## config.mk

```make
export PLATFORM = sky130hd
export DESIGN_NAME = isp_shift4
export DESIGN_NICKNAME = d
export VERILOG_FILES = /design/src/rtl/isp_shift4_pkg.sv /design/src/rtl/isp_sck_gen.sv /design/src/rtl/isp_shift_core.sv /design/src/rtl/isp_shift4.sv
export SDC_FILE = /design/constraint.sdc
export NUM_CORES = 1
export LEC_CHECK = 0
export BUFFER_PORTS_ARGS = -buffer_cell sky130_fd_sc_hd__buf_2
export CORE_MARGIN = 4
export CORE_UTILIZATION = 52
export CTS_CLUSTER_SIZE = 16
export DETAILED_ROUTE_END_ITERATION = 12
export GPL_TIMING_DRIVEN = 0
export PLACE_DENSITY_LB_ADDON = 0.05
export SLEW_MARGIN = 15
export SYNTH_ARGS = -nofsm -noshare
export SYNTH_HDL_FRONTEND = slang
export SYNTH_SLANG_ARGS = --single-unit
```

## constraint.sdc

```tcl
create_clock -name clk -period 2.3 [get_ports clk]
set_input_delay 0.115 -clock clk [delete_from_list [all_inputs] [get_ports clk]]
set_output_delay 0.115 -clock clk [all_outputs]
set_load 0.01 [all_outputs]
```

## src/rtl/isp_shift4_pkg.sv

```systemverilog
// Package: shared constants and types for the four-byte serial instruction shifter.
// Assumes every instruction is exactly four bytes, sent first byte first.
package isp_shift4_pkg;
    localparam int BYTE_W     = 8;
    localparam int NUM_BYTES  = 4;
    localparam int WORD_W     = BYTE_W * NUM_BYTES;
    localparam int BIT_IDX_W  = $clog2(WORD_W);
    // Zero-based index of the byte whose reply is exposed as the echo (third byte).
    localparam int ECHO_BYTE  = 2;
    // Bit index of the final bit of the echo byte within the transfer.
    localparam int ECHO_LAST  = (ECHO_BYTE + 1) * BYTE_W - 1;

    typedef logic [WORD_W-1:0]    word_t;
    typedef logic [BYTE_W-1:0]    byte_t;
    typedef logic [BIT_IDX_W-1:0] bit_idx_t;
endpackage

```

## src/rtl/isp_sck_gen.sv

```systemverilog
// Serial clock generator: while run is high, toggles sck every HALF_DIV system
// clocks, starting low, and flags the cycle before each rising and falling edge.
// Assumes HALF_DIV >= 2; restart forces a fresh low phase.
module isp_sck_gen #(
    parameter int HALF_DIV = 2
) (
    input  logic clk,
    input  logic rst_n,
    input  logic run,
    input  logic restart,
    output logic sck,
    output logic rise_tick,
    output logic fall_tick
);
    localparam int CNT_W = (HALF_DIV > 1) ? $clog2(HALF_DIV) : 1;
    localparam logic [CNT_W-1:0] CNT_LAST = CNT_W'(HALF_DIV - 1);

    generate
        if (HALF_DIV < 2) begin : g_bad_div
            $error("isp_sck_gen: HALF_DIV must be at least 2");
        end
    endgenerate

    logic [CNT_W-1:0] cnt_q;
    logic             sck_q;
    logic             expire;

    // Phase end: the half period has run its full length.
    assign expire    = run && !restart && (cnt_q == CNT_LAST);
    assign rise_tick = expire && !sck_q;
    assign fall_tick = expire && sck_q;
    assign sck       = sck_q;

    // Half-period counter and serial clock register.
    always_ff @(posedge clk) begin
        if (!rst_n || !run || restart) begin
            cnt_q <= '0;
            sck_q <= 1'b0;
        end else if (expire) begin
            cnt_q <= '0;
            sck_q <= !sck_q;
        end else begin
            cnt_q <= cnt_q + 1'b1;
        end
    end

    // the clock never toggles on two consecutive cycles.
    p_no_fast_toggle_r6: assert property (@(posedge clk) disable iff (!rst_n)
        (run && !$stable(sck_q)) |=> $stable(sck_q));
endmodule

```

## src/rtl/isp_shift_core.sv

```systemverilog
// Shift datapath: holds the outgoing word and shifts it MSB first on each
// falling tick; collects incoming bits on each rising tick; counts bits.
// Assumes ticks come only while a transfer runs and never in the same cycle.
module isp_shift_core
    import isp_shift4_pkg::*;
(
    input  logic     clk,
    input  logic     rst_n,
    input  logic     load,
    input  word_t    load_word,
    input  logic     rise_tick,
    input  logic     fall_tick,
    input  logic     miso,
    output logic     tx_bit,
    output word_t    rx_word,
    output bit_idx_t bit_idx,
    output logic     last_bit
);
    localparam bit_idx_t LAST_IDX = BIT_IDX_W'(WORD_W - 1);

    word_t    tx_q;
    word_t    rx_q;
    bit_idx_t idx_q;

    assign tx_bit   = tx_q[WORD_W-1];
    assign rx_word  = rx_q;
    assign bit_idx  = idx_q;
    assign last_bit = (idx_q == LAST_IDX);

    // Outgoing register and bit counter: load on start, advance on falling ticks.
    always_ff @(posedge clk) begin
        if (!rst_n) begin
            tx_q  <= '0;
            idx_q <= '0;
        end else if (load) begin
            tx_q  <= load_word;
            idx_q <= '0;
        end else if (fall_tick && !last_bit) begin
            tx_q  <= {tx_q[WORD_W-2:0], 1'b0};
            idx_q <= idx_q + 1'b1;
        end
    end

    // Incoming register: take the target's bit at each rising tick.
    always_ff @(posedge clk) begin
        if (!rst_n) begin
            rx_q <= '0;
        end else if (rise_tick) begin
            rx_q <= {rx_q[WORD_W-2:0], miso};
        end
    end

    // the reply only moves at rising ticks.
    p_rx_on_rise_r3: assert property (@(posedge clk) disable iff (!rst_n)
        !rise_tick |=> $stable(rx_q));
    // a load places the whole instruction, first bit on top.
    p_tx_load_r2: assert property (@(posedge clk) disable iff (!rst_n)
        load |=> (tx_q == $past(load_word)));
endmodule

```

## src/rtl/isp_shift4.sv

```systemverilog
// Top: four-byte serial instruction shifter. Accepts start when idle, runs one
// 32-bit full-duplex transfer, pulses done and holds the reply and echo byte.
// Assumes the target samples on rising and drives on falling serial clock edges.
module isp_shift4
    import isp_shift4_pkg::*;
#(
    parameter int HALF_DIV = 2
) (
    input  logic        clk,
    input  logic        rst_n,
    input  logic        start,
    input  logic [31:0] instr,
    input  logic        miso,
    output logic        sck,
    output logic        mosi,
    output logic        busy,
    output logic        done,
    output logic [31:0] rsp_word,
    output logic [7:0]  echo_byte
);
    localparam bit_idx_t ECHO_IDX = BIT_IDX_W'(ECHO_LAST);

    logic     busy_q;
    logic     done_q;
    byte_t    echo_q;
    logic     accept;
    logic     finish;
    logic     rise_tick;
    logic     fall_tick;
    logic     tx_bit;
    logic     last_bit;
    word_t    rx_word;
    bit_idx_t bit_idx;

    assign accept = start && !busy_q;
    assign finish = fall_tick && last_bit;

    isp_sck_gen #(.HALF_DIV(HALF_DIV)) u_sck (
        .clk       (clk),
        .rst_n     (rst_n),
        .run       (busy_q),
        .restart   (accept),
        .sck       (sck),
        .rise_tick (rise_tick),
        .fall_tick (fall_tick)
    );

    isp_shift_core u_core (
        .clk       (clk),
        .rst_n     (rst_n),
        .load      (accept),
        .load_word (instr),
        .rise_tick (rise_tick),
        .fall_tick (fall_tick),
        .miso      (miso),
        .tx_bit    (tx_bit),
        .rx_word   (rx_word),
        .bit_idx   (bit_idx),
        .last_bit  (last_bit)
    );

    // Transfer state: busy from accepted start to the final falling edge.
    always_ff @(posedge clk) begin
        if (!rst_n) begin
            busy_q <= 1'b0;
            done_q <= 1'b0;
        end else begin
            done_q <= finish;
            if (accept) begin
                busy_q <= 1'b1;
            end else if (finish) begin
                busy_q <= 1'b0;
            end
        end
    end

    // Echo capture: keep the third reply byte once its last bit is complete.
    always_ff @(posedge clk) begin
        if (!rst_n) begin
            echo_q <= '0;
        end else if (fall_tick && (bit_idx == ECHO_IDX)) begin
            echo_q <= rx_word[BYTE_W-1:0];
        end
    end

    assign mosi      = busy_q && tx_bit;
    assign busy      = busy_q;
    assign done      = done_q;
    assign rsp_word  = rx_word;
    assign echo_byte = echo_q;

    // the serial clock rests low whenever no transfer runs.
    p_sck_idle_low_r1: assert property (@(posedge clk) disable iff (!rst_n)
        !busy_q |-> !sck);
    // done lasts one cycle and coincides with the end of busy.
    p_done_single_r7: assert property (@(posedge clk) disable iff (!rst_n)
        done_q |=> !done_q);
    p_done_ends_busy_r7: assert property (@(posedge clk) disable iff (!rst_n)
        done_q |-> (!busy_q && $fell(busy_q)));
    // outgoing data moves only with a falling serial clock.
    p_mosi_steady_r9: assert property (@(posedge clk) disable iff (!rst_n)
        (busy_q && $past(busy_q) && !$fell(sck)) |-> $stable(mosi));
    // a start during a transfer never rewinds the bit count.
    p_no_restart_r8: assert property (@(posedge clk) disable iff (!rst_n)
        (busy_q && start) |=> (bit_idx >= $past(bit_idx)));
endmodule

```

# --- After elaboration in Yosys (flattened, before gate mapping) ---
# Index checks and enable logic that the tools add are counted.
word_totals:
  regBits: 81
  in_bits: 36
op_classes:
  add_sub_neg: 2
  eq_ne: 2
  muxes: 4
  bitwise_logic: 1
  reduce_logical: 20
op_table:
  columns: ["cell", "count"]
  rows:
  - ["32-bit 2-to-1 mux", 2]
  - ["5-bit equality test, second input constant", 2]
  - ["1-bit logical AND", 9]
  - ["5-bit by 1-bit adder with 5-bit output, second input constant", 1]
  - ["1-bit logical NOT", 5]
  - ["2-bit nonzero test", 2]
  - ["2-bit OR reduction", 2]
  - ["1-bit logical OR", 2]
  - ["1-bit 2-to-1 mux", 2]
  - ["1-bit adder, second input constant", 1]
  - ["1-bit inverter", 1]

# --- Depth between registers and ports, before layout ---
logic_depth:
  depth_word: 9
  depth_mapped: 8
  mapped_depth_nobuf: 6

# --- Cells and area by module ---
# From an unflattened synthesis, not the netlist that was laid out.
unflattened:
  cells_unflattened: 359
  area_unflattened_um2: 3266.9
by_module_without_submodules:
  columns: ["mod", "n_inst", "cells_each", "area_per_inst_um2", "seq_area_each_um2"]
  rows:
  - ["isp_shift_core", 1, 307, 2763.9, 1381.3]
  - ["isp_shift4", 1, 44, 415.4, 200.2]
  - ["isp_sck_gen", 1, 8, 87.6, 40.0]

# --- Least setup slack after synthesis ---
# Ideal clock, no wire load.
synth_path:
  kind: "flip-flop to flip-flop"
  startpoint: "reg u_core.idx_q[0], in the netlist u_core.bit_idx[0]"
  endpoint: "reg u_core.idx_q[2], in the netlist u_core.bit_idx[2]"
  arrival_ps: 1669
  required_ps: 2233
  path_slack_ps: 564
  path_stages_with_launch: 8
  path_buffers: 1
  period_less_slack_ps: 1736
  cell_sequence: "dfxtp_1 > ha_1 > and3_1 > ha_1 > nand4b_2 > buf_6 > or3_1 > a21oi_2"
synth_between:
  elab_chain_len: 3
  elab_cells_between_ends: 4
  classes_between: "1 x add/sub; 1 x eq/ne; 2 x reduce/logical"
synth_lines:
  columns: ["item", "line_no", "text"]
  rows:
  - ["start, declared", "isp_shift_core.sv:23", "bit_idx_t idx_q;"]
  - ["start signal, assigned", "isp_shift_core.sv:40", "idx_q <= idx_q + 1'b1;"]
  - ["branches (longest 3 deep; another with 5-bit by 1-bit adder with 5-bit output)", null, null]
# Several ways; the timed one is not identified.
# A chain may end at the register's enable or synchronous reset.

# --- Worst setup path in the final report ---
# Same ends and word-level chain as after synthesis.

==> impl_metrics.tcl <==
set metrics [dict create \
    status "completed" \
    post_cts_buffers 0 \
    endpoint_kind "flop" \
    area_growth_pct 22.9 \
    hold_buffers 1 \
    postRouteAntennaNets 0 \
    max_slew_margin 0.623 \
    io_pins 80 \
    fin_area_um2 3900 \
    synth_cell_types 29 \
    ys_warn_count 0 \
    path_cells "ha_1, and3_1, ha_1, nand4b_2, buf_6, or3_1, a21oi_2" \
    slew_viol_final 0 \
    cp_slowest_cell "dfxtp_1" \
    synth_edf_count 0 \
    final_layout_size_suffix_gt1_frac 0.240 \
    hold_viol 0 \
    route.detailed.drc 0 \
    cpMostUsedCell "ha_1" \
    ir_drop_mv 0.481 \
    grt_pass1_vias 2669 \
    start_util 0.536 \
    async_flop_share 0 \
    multi_input_area_um2 1370 \
    cts_resized 0 \
    dieArea_um2 7420 \
    htreeDepth 3 \
    post-route-period-util 0.804 \
    powerDensity_nw_per_um2 727 \
    post_drt_via_cell_ratio 5.14 \
    regArea_um2 1620 \
    die_w_um 86.1 \
    worstPathMaxFanout 10 \
    leakage_uw 0.00165 \
    drtIter0Drc 124 \
    critPathLaunchType "flop" \
    grt_max_degree 15 \
    post-place-ws_ns 0.467 \
    vias 2930 \
    finClkSkew_ns 0.00826 \
    period_needed_ns 1.85 \
    track_usage 0.204 \
    cts_tree "done" \
    dp_hpwl_um 5210 \
    syn_inst 399 \
    synth_top_area_frac 0.511 \
    fin_ws_ns 0.451 \
    ys.flop_type "dfxtp_1" \
    maxCapViolations 0 \
    max_freq_mhz 541 \
    io_buffers 79 \
    core-area_um2 5920 \
    gp_congestion 0.801 \
    dpl.cell_count 553 \
    tightest_slew_ns 0.565 \
    seq_area_frac_synth 0.511 \
    cp_data_required_time_ns 2.58 \
    final_cells 570 \
    final-setup-viol-count 0 \
    cts_sinks 81 \
    cts_max_path_buffers 2 \
    grt_pass1_wl_um 12100 \
    num_rows 28 \
    numCtsBuffers 9 \
    grt-ovfl-total 0 \
    firstDrtPassIters 4 \
    nets 528 \
    use_met2 0.317 \
    hp-class "in -> reg" \
    wl_per_cell_um 12.6 \
    grt_antenna_before_repair 1 \
    top_usage_layer "met2" \
    clk_pin_slew_ns 0.08 \
    grt_use_met1 0.275 \
    grtUsageMet3 0.0423 \
    synth_nets 437 \
    setup_tns_ns 0 \
    syn_area_per_cell_um2 7.96 \
    yosysTopAreaCell "dfxtp_1" \
    ys_top_cells_by_count "nand2_1 (87), dfxtp_1 (81), nor3_1 (62), a21oi_1 (37), nor2_1 (36)" \
    drt-total-wl_um 7190 \
    ys_ff_latch 81 \
    fill_cells 560 \
    antenna-diode-count 0 \
    synthTopCellsByArea "dfxtp_1 (51%), nand2_1 (10%), nor3_1 (9.8%)" \
    syn_area_um2 3170 \
    worstPathArrival_ns 2.13 \
    critPathKind "reg -> reg" \
    critPathMaxStageDelay_ns 0.34 \
    rsz0062_at_grt "false" \
    die_y_um 86.1 \
    worstSkewPairLatency_ns 0.35 \
    synth.most_common_cell "nand2_1" \
    root_buffer "clkbuf_8" \
    placed_area_um2 3660 \
]
## registers in the layout, summed over array words and instances, names as in the netlist
name,cells
busy,1
u_core.tx_q,32
echo_byte,8
u_sck.cnt_q,1
u_core.rx_word,32
u_core.bit_idx,5
done,1
u_sck.sck,1
## stage by stage
stage          power (µW)   util  hold slack, ns
4_1_cts              2860  0.659          0.0107
5_1_grt              2950  0.659          0.0349
6_report             2840  0.659          0.0123
3_5_place_dp         1710  0.619           0.370
3_3_place_gp         1700  0.619           0.365
2_1_floorplan        1640      -           0.251
## path summary, 6_finish.rpt
check	slack, ns	from	cells past startpoint	endpoint
max	0.45	u_core.bit_idx[0]$_SDFFE_PP0P_	7	u_core.bit_idx[2]$_SDFFE_PP0P_
min	0.01	instr[0]	3	u_core.tx_q[0]$_SDFFE_PN0P_
max reg2reg	0.45	u_core.bit_idx[0]$_SDFFE_PP0P_	7	u_core.bit_idx[2]$_SDFFE_PP0P_
min reg2reg	0.45	u_core.rx_word[31]$_SDFFE_PN0P_	2	u_core.rx_word[31]$_SDFFE_PN0P_
## worst max-delay path: cells and delay by family (launching register included)
kind	cells	cell delay (ns)
and+or+nand+nor	3	0.73
buffers and inverters	1	0.17
adders and majority gates	2	0.42
DFF	1	0.34
AOI/OAI and AO/OA	1	0.13
## metal layers
metal,share of wire,vias to the layer above
met1,0.48,1319
met2,0.44,71
li1,-,1526
met3,0.063,12
met5,0.0018,-
met4,0.016,2
## power breakdown
group / internal [µW] / switching, µW / leakage [µW] / total, µW
Combinational: 83.4 / 115 / 0.000885 / 198
Sequential: 1450 / 25.6 / 0.000660 / 1480
Clock: 642 / 520 / 0.000105 / 1160
Total: 2180 / 660 / 0.00165 / 2840
## logic make-up (layout without fill, tap and decap cells)
family          after synthesis  count (layout)  synth area share
simple gates                201             201             0.279
flops                        81              81             0.511
compound gates               71              71             0.113
buf+inv                      34             130            0.0579
mux                           8               8            0.0252
fa+ha+maj                     2               2           0.00788
xor+xnor                      2               2           0.00552
## layout by cell type, fill, tap and decap left out, drive strengths merged
cell,instances
nand4b,2
ha,2
dlygate4sd3,1
nand4,1
mux2i,8
and3,1
or3,2
nand3,3
and2,1
and4b,1
nor2,37
nor2b,1
inv,1
buf,100
o21ai,33
and3b,1
nand2b,1
nand3b,1
xnor2,2
nor3,62
clkbuf,21
dfxtp,81
bufinv,2
nand2,87
a21oi,38
clkinvlp,3
clkinv,2
## layout make-up
type / instances / share of cell area
Clock buffer: 10 / 0.0353
Tap cell: 75 / 0.0240
Buffer: 32 / 0.0452
Clock inverter: 6 / 0.0234
Timing Repair Buffer: 80 / 0.104
Multi-Input combinational cell: 284 / 0.351
Inverter: 2 / 0.00192
Sequential cell: 81 / 0.416
No activity file was read; power rests on OpenSTA's default activity.
